<file path="src/rtl/sec_pkg.sv">
package sec_pkg;
  localparam int unsigned BYTE_W = 8;
  typedef logic [BYTE_W-1:0] rd_byte_t;
endpackage

</file>
<file path="src/rtl/sec_sat_add.sv">
module sec_sat_add #(
  parameter int unsigned A_W = 24,
  parameter int unsigned B_W = 4
) (
  input  logic [A_W-1:0] a_i,
  input  logic [B_W-1:0] b_i,
  output logic [A_W-1:0] sum_o
);
  localparam int unsigned S_W = A_W + 1;

  logic [S_W-1:0] full_sum;

  assign full_sum = {1'b0, a_i} + S_W'(b_i);
  // carry out means overflow: clamp to all ones
  assign sum_o = full_sum[A_W] ? '1 : full_sum[A_W-1:0];
endmodule

</file>
<file path="src/rtl/sec_live_cnt.sv">
module sec_live_cnt #(
  parameter int unsigned CNT_W = 24,
  parameter int unsigned INC_W = 4
) (
  input  logic             clk_i,
  input  logic             rst_ni,
  input  logic             en_i,
  input  logic             snap_i,
  input  logic [INC_W-1:0] inc_i,
  output logic [CNT_W-1:0] cnt_o
);
  localparam logic [CNT_W-1:0] CNT_MAX = '1;

  logic [CNT_W-1:0] cnt_q, add_base, add_sum;

  // a snapshot restarts from zero but keeps this cycle's errors
  assign add_base = snap_i ? '0 : cnt_q;

  sec_sat_add #(.A_W(CNT_W), .B_W(INC_W)) u_add (
    .a_i   (add_base),
    .b_i   (inc_i),
    .sum_o (add_sum)
  );

  always_ff @(posedge clk_i or negedge rst_ni) begin
    if (!rst_ni)    cnt_q <= '0;
    else if (!en_i) cnt_q <= '0;
    else            cnt_q <= add_sum;
  end

  assign cnt_o = cnt_q;

  p_grow_r2: assert property (@(posedge clk_i) disable iff (!rst_ni)
    en_i && !snap_i |=> cnt_q >= $past(cnt_q));
  p_no_wrap_r3: assert property (@(posedge clk_i) disable iff (!rst_ni)
    en_i && !snap_i && cnt_q == CNT_MAX |=> cnt_q == CNT_MAX);
  p_off_zero_r7: assert property (@(posedge clk_i) disable iff (!rst_ni)
    !en_i |=> cnt_q == '0);
  p_keep_snap_errs_r10: assert property (@(posedge clk_i) disable iff (!rst_ni)
    en_i && snap_i |=> cnt_q == CNT_W'($past(inc_i)));
endmodule

</file>
<file path="src/rtl/sec_readout.sv">
module sec_readout
  import sec_pkg::*;
#(
  parameter int unsigned CNT_W  = 24,
  parameter int unsigned ADDR_W = 2
) (
  input  logic              clk_i,
  input  logic              rst_ni,
  input  logic              en_i,
  input  logic              rd_en_i,
  input  logic [ADDR_W-1:0] rd_addr_i,
  input  logic [CNT_W-1:0]  live_i,
  output logic              snap_o,
  output rd_byte_t          rd_data_o
);
  localparam int unsigned NUM_BYTES = CNT_W / BYTE_W;
  localparam logic [ADDR_W-1:0] LAST_ADDR = ADDR_W'(NUM_BYTES - 1);

  logic [CNT_W-1:0] shadow_q;
  rd_byte_t         shadow_byte [NUM_BYTES];
  rd_byte_t         sel_byte, rd_data_q;
  logic             last_rd;

  for (genvar g = 0; g < NUM_BYTES; g++) begin : g_bytes
    assign shadow_byte[g] = shadow_q[(NUM_BYTES-1-g)*BYTE_W +: BYTE_W];
  end

  assign snap_o  = rd_en_i && (rd_addr_i == '0);
  assign last_rd = rd_en_i && (rd_addr_i == LAST_ADDR);

  always_comb begin
    sel_byte = '0;
    if (en_i) begin
      if (rd_addr_i == '0) begin
        sel_byte = live_i[CNT_W-1 -: BYTE_W];
      end else begin
        for (int k = 1; k < NUM_BYTES; k++)
          if (rd_addr_i == ADDR_W'(k)) sel_byte = shadow_byte[k];
      end
    end
  end

  always_ff @(posedge clk_i or negedge rst_ni) begin
    if (!rst_ni)      shadow_q <= '0;
    else if (!en_i)   shadow_q <= '0;
    else if (snap_o)  shadow_q <= live_i;
    else if (last_rd) shadow_q <= '0;
  end

  always_ff @(posedge clk_i or negedge rst_ni) begin
    if (!rst_ni)      rd_data_q <= '0;
    else if (rd_en_i) rd_data_q <= sel_byte;
  end

  assign rd_data_o = rd_data_q;

  p_snapshot_r4: assert property (@(posedge clk_i) disable iff (!rst_ni)
    en_i && snap_o |=> shadow_q == $past(live_i));
  p_last_clear_r6: assert property (@(posedge clk_i) disable iff (!rst_ni)
    en_i && last_rd |=> shadow_q == '0);
  p_off_zero_r7: assert property (@(posedge clk_i) disable iff (!rst_ni)
    !en_i |=> shadow_q == '0 && rd_data_o == '0 || !$past(rd_en_i));
  p_idle_hold_r9: assert property (@(posedge clk_i) disable iff (!rst_ni)
    !rd_en_i |=> $stable(rd_data_o));
endmodule

</file>
<file path="src/rtl/sec_err_counter.sv">
module sec_err_counter #(
  parameter int unsigned CNT_W  = 24,
  parameter int unsigned INC_W  = 4,
  parameter int unsigned ADDR_W = 2
) (
  input  logic              clk_i,
  input  logic              rst_ni,
  input  logic [INC_W-1:0]  err_inc_i,
  input  logic              cnt_en_i,
  input  logic              rd_en_i,
  input  logic [ADDR_W-1:0] rd_addr_i,
  output logic [7:0]        rd_data_o
);
  logic [CNT_W-1:0] live_cnt;
  logic             snap;

  sec_live_cnt #(.CNT_W(CNT_W), .INC_W(INC_W)) u_cnt (
    .clk_i  (clk_i),
    .rst_ni (rst_ni),
    .en_i   (cnt_en_i),
    .snap_i (snap),
    .inc_i  (err_inc_i),
    .cnt_o  (live_cnt)
  );

  sec_readout #(.CNT_W(CNT_W), .ADDR_W(ADDR_W)) u_rd (
    .clk_i     (clk_i),
    .rst_ni    (rst_ni),
    .en_i      (cnt_en_i),
    .rd_en_i   (rd_en_i),
    .rd_addr_i (rd_addr_i),
    .live_i    (live_cnt),
    .snap_o    (snap),
    .rd_data_o (rd_data_o)
  );

  p_addr3_zero_r8: assert property (@(posedge clk_i) disable iff (!rst_ni)
    rd_en_i && rd_addr_i == 2'd3 |=> rd_data_o == 8'h00);
endmodule

</file>
<file path="config.mk">
export PLATFORM = sky130hd
export DESIGN_NAME = sec_err_counter
export DESIGN_NICKNAME = d
export VERILOG_FILES = /design/src/rtl/sec_pkg.sv /design/src/rtl/sec_sat_add.sv /design/src/rtl/sec_live_cnt.sv /design/src/rtl/sec_readout.sv /design/src/rtl/sec_err_counter.sv
export SDC_FILE = /design/constraint.sdc
export NUM_CORES = 1
export LEC_CHECK = 0
export CAP_MARGIN = 20
export CORE_MARGIN = 2
export CORE_UTILIZATION = 53
export DETAILED_ROUTE_END_ITERATION = 6
export GPL_TIMING_DRIVEN = 0
export PLACE_DENSITY = 0.81
export SLEW_MARGIN = 0
export SYNTH_ARGS = -nofsm -noshare
export SYNTH_HDL_FRONTEND = slang
export SYNTH_SLANG_ARGS = --single-unit
</file>
<file path="constraint.sdc">
create_clock -name clk_i -period 2.1 [get_ports clk_i]
set_clock_uncertainty 0.15 [all_clocks]
set_input_delay 0.42 -clock clk_i [delete_from_list [all_inputs] [get_ports clk_i]]
set_output_delay 0.42 -clock clk_i [all_outputs]
set_load 0.01 [all_outputs]
</file>
==> results list <==
* Sort of element at the start of the critical path: primary input
- Global routing used 39.04% of the available met2 tracks.
- Vias per Instance: 6.221
* Standard-cell rows: 25
* Max-cap violation count: 0
* CTS tree: yes
* Die Height: 73.28 um
- Post-detailed-routing wire length: 6.016 mm
* Global routing's busiest layer: met2
- Finish-stage setup viols: 24
- In the final layout, flip-flops and latches occupy 0.001201 mm2.
* Leading post-synthesis cells by instance count: sky130_fd_sc_hd__dfrtp_1, sky130_fd_sc_hd__a21oi_1, sky130_fd_sc_hd__a22o_1
* Clock transition at path regs: 0.09 ns
- Number of placed instances with taps included: 312
- Nets: 290
- Counting every net in the synthesized netlist gives 256.
- For this run, the leading register cell type out of synthesis is sky130_fd_sc_hd__dfrtp_1.
- Antenna-violating nets left: 0
* Xor and xnor area share after synthesis: 5.853%
* Global-route wire length before repair: 9.653 mm
- Summing every instance area after synthesis gives 0.002544 mm2.
* H-tree depth: 2
- Filler-free cell count of the finished design: 330
- For this run, design rule violations remaining after detail routing come to 0.
* Largest family of logic cells by synthesized area: compound AO/OA/AOI/OAI gates
- Post-placement cell area: 0.002895 mm2
* Final routed wire length divided by cell count: 18.23 um
- Yosys mapped a number of flops with a built-in enable equal to 0.
* Number of vias after detailed routing: 2053
* Post-Place Worst Slack: -1.303 ns
- The biggest area contributor in the post-synthesis netlist is sky130_fd_sc_hd__dfrtp_1.
* Length in cells of the worst reg-to-reg path: 8
- Port buffering added 16 buffers.
- In this run the critical register-to-register path is launched from u_cnt.cnt_o[3].
* Relative slew slack: 44.95%
- Count of final hold-check violations: 0
* CTS Root Buffer Type: sky130_fd_sc_hd__clkbuf_8
- Sequential fraction of the synthesis area: 47.22%
- The worst register-to-register path ends at u_cnt.cnt_o[19].
- STA classifies the critical path endpoint as a register.
* Total Negative Setup Slacks: -8.048 ns
* Actual transition at the worst max-transition pin: 0.8239 ns
- The later pin in the worst-skew pair is clocked with a latency of 0.30 ns.
- In this design, the stage delay of the slowest critical-path cell is 0.43 ns.
* Power per standard cell area: 605.1 mW/mm2
* Met1 capacity usage during global routing: 31.23%
* Area added between synthesis and finish: 28.38%
- The first routing iteration left 159 violations.
- Post-synthesis compound-gate area fraction: 19.43%
* Status: complete, but fails checks
- The synthesized netlist devotes 2.755% of its cell area to adder and majority cells.
- Area enclosed by the die boundary: 0.005369 mm2
* Final instance area: 0.003266 mm2
- After layout, the worst path uses 117.3% of the clock period.
- Tot GR Track Use: 23.84%
* Maximum fanout along the worst path: 6
* Critical path cell sequence: buf_6 > buf_8 > or3b_4 > and2_4 > ha_4 > nand3_4 > a21oi_4 > nand4_4 > or2_4 > buf_8 > a21oi_2
- In this run, distinct cell masters in the synthesized netlist total 49.
* CP max-delay cell: sky130_fd_sc_hd__or3b_4
- The critical path in this run is classified as in -> reg.
* Post-route worst setup slack: -0.3625 ns
- Pin count of the biggest net entering global routing: 36
* Crit path from: rd_addr_i[1]
- Data on the critical path is required at its endpoint by 2.19 ns.
- Area of the core: 0.004661 mm2
- Summed over all layers, the global routing overflow is 0.
- Fraction of synthesis flops using an asynchronous set or reset pin: 100.0%
* Mux cell area share after synthesis: 3.148%
* Die Width: 73.28 um
- Counting every instance in the synthesized netlist gives 241.
- Number of global-route vias before repair: 2000
- Antenna violations before repair: 0
* Flip-flop and latch count after synthesis: 48
- Class of the worst hold path: reg -> reg
- Layout cell share with drive strength beyond 1: 30.07%
* Most frequent cell after synthesis: sky130_fd_sc_hd__dfrtp_1
- TritonCTS Buffers: 5
- Register-to-register path setup slack: -0.02 ns
- Area occupied by multi-input gates: 0.001456 mm2
* Hold wc startpoint: u_cnt.cnt_o[1]
- Routability-driven placement finished with a final weighted congestion of 0.8720.
* Number of search-and-repair iterations in the first detailed-routing pass: 4
- Detailed placer's ending HPWL: 4.068 mm
- For met3 alone, demand over resource in global routing was 3.841%.
* Area share of the leading cell type in the synthesized netlist: 47.22%
- Data arrives at the worst endpoint at 2.55 ns.
- IR analysis of the VDD net gives a maximum drop of 382.7 uV.
- Total count of max-transition violations in the final report: 0
- Final critical-path required period: 2.462 ns
- 18 I/O pins were placed.
* Failing checks: setup timing
- Setup repair after global routing missed its margin: yes
- Achievable Freq: 0.4061 GHz
* Cells taking the most area after synthesis: sky130_fd_sc_hd__dfrtp_1, sky130_fd_sc_hd__a22o_1, sky130_fd_sc_hd__a21oi_1, sky130_fd_sc_hd__xor2_1, sky130_fd_sc_hd__mux2i_1
- Per-instance average area after synthesis: 10.55 um2
- Most frequent cell on the critical path: sky130_fd_sc_hd__buf_8
- The synthesized netlist devotes 16.97% of its cell area to simple gates.
- Number of inserted diodes: 0
- Number of fill cells: 321
- Static leakage power: 0.001354 uW
- The initial utilization of the core area, before any placement, comes to 54.58%.
- The Yosys step of the flow raised 0 warnings.
* Setup crit end: u_cnt.cnt_o[19]
* Maximum buffer depth of the clock tree: 2
- The clock drives 48 sinks.
[flip-flops by register name (all words and copies together), names as in the netlist]
signal	cells
u_rd.rd_data_o	8
u_rd.shadow_byte	16
u_cnt.cnt_o	24
[cell type report]
type	count	share of cell area, %
repair buffers	28	9.157
plain buffers	13	2.720
multi-input cells	168	44.60
well taps	54	2.069
inverters	11	1.264
clock buffers	5	2.107
clock inverters	3	1.303
flip-flops and latches	48	36.78
[what timing repair did]
action                                  in CTS  in global routing
gates resized for setup                     32                 15
buffers inserted                             8                  0
hold buffers                                 1                  0
gates cloned                                 2                  0
endpoints found under the setup margin      40                 34
pin swaps                                   17                 16
endpoints found under the hold margin       13                  0
[kinds of logic after synthesis]
group	Yosys count
adders and majority gates	5
AOI/OAI and AO/OA	69
buffers and inverters	25
and+or+nand+nor	69
DFF	48
xor gates and xnor gates	17
muxes	8
[per-layer routing]
metal	up-vias	routed length [um]	part of all wire [%]
met5	-	0	0
met4	0	152	2.5
met3	13	312	5.2
met2	66	2989	50
met1	1039	2562	43
li1	935	-	-
[layout by cell type, fill, tap and decap left out, types with 2 or more instances in the layout]
master	synthesis	final
sky130_fd_sc_hd__buf_16	0	2
sky130_fd_sc_hd__inv_1	11	11
sky130_fd_sc_hd__dfrtp_1	48	48
sky130_fd_sc_hd__xor2_1	11	11
sky130_fd_sc_hd__ha_4	0	4
sky130_fd_sc_hd__buf_8	0	3
sky130_fd_sc_hd__and3_1	4	4
sky130_fd_sc_hd__nand3_1	10	9
sky130_fd_sc_hd__nor2_1	10	9
sky130_fd_sc_hd__o21bai_1	2	2
sky130_fd_sc_hd__clkbuf_1	5	5
sky130_fd_sc_hd__a22o_1	16	16
sky130_fd_sc_hd__a21oi_4	0	3
sky130_fd_sc_hd__o22ai_1	8	8
sky130_fd_sc_hd__mux2i_1	8	8
sky130_fd_sc_hd__nand3_2	2	2
sky130_fd_sc_hd__buf_6	2	3
sky130_fd_sc_hd__a21oi_1	21	10
sky130_fd_sc_hd__clkbuf_8	0	5
sky130_fd_sc_hd__nor4b_4	1	3
sky130_fd_sc_hd__and2_4	0	4
sky130_fd_sc_hd__o21ai_0	3	2
sky130_fd_sc_hd__xnor2_1	6	6
sky130_fd_sc_hd__buf_4	0	6
sky130_fd_sc_hd__nor4_1	4	2
sky130_fd_sc_hd__nand2_1	13	13
sky130_fd_sc_hd__a21boi_2	3	5
sky130_fd_sc_hd__nand4_1	5	5
sky130_fd_sc_hd__a21oi_2	7	15
sky130_fd_sc_hd__nor4_4	1	3
sky130_fd_sc_hd__clkdlybuf4s50_1	0	12
sky130_fd_sc_hd__nor3b_1	2	2
sky130_fd_sc_hd__buf_2	6	7
[power by group]
group,total (uW),internal [uW],switching (uW)
Sequential,967,945,22.1
Combinational,344,154,189
Clock,665,352,313
[critical path, delay by kind of cell]
kind	cells	cell delay, ns
adder cells (fa/ha/maj)	1	0.30
AO/OA/AOI/OAI	2	0.35
AND/OR/NAND/NOR	5	1.11
buffers and inverters	3	0.36
[worst min path at each step]
| stage | end | slack [ns] | depth (start not counted) |
|---|---|---|---|
| after floorplan | u_cnt.cnt_o[0] | -0.03 | 0 |
| after global placement | u_rd.shadow_byte[1] | 0.32 | 1 |
| after detailed placement | u_rd.rd_data_o[1] | 0.19 | 1 |
| after CTS | u_rd.shadow_byte[1] | 0.36 | 1 |
| after global routing | u_rd.shadow_byte[9] | 0.38 | 1 |
| final | u_rd.shadow_byte[1] | 0.36 | 1 |
[metrics by stage]
| stage | utilization (%) | hold slack, ns | power, uW |
|---|---|---|---|
| after global routing | 70.07 | 0.3811 | 2047 |
| after CTS | 68.86 | 0.3602 | 1967 |
| after floorplan | - | -0.02559 | 1180 |
| final | 70.07 | 0.3602 | 1976 |
| after detailed placement | 62.12 | 0.1866 | 1269 |
| after global placement | 61.80 | 0.3179 | 1253 |
(Power assumes the default switching activity.)
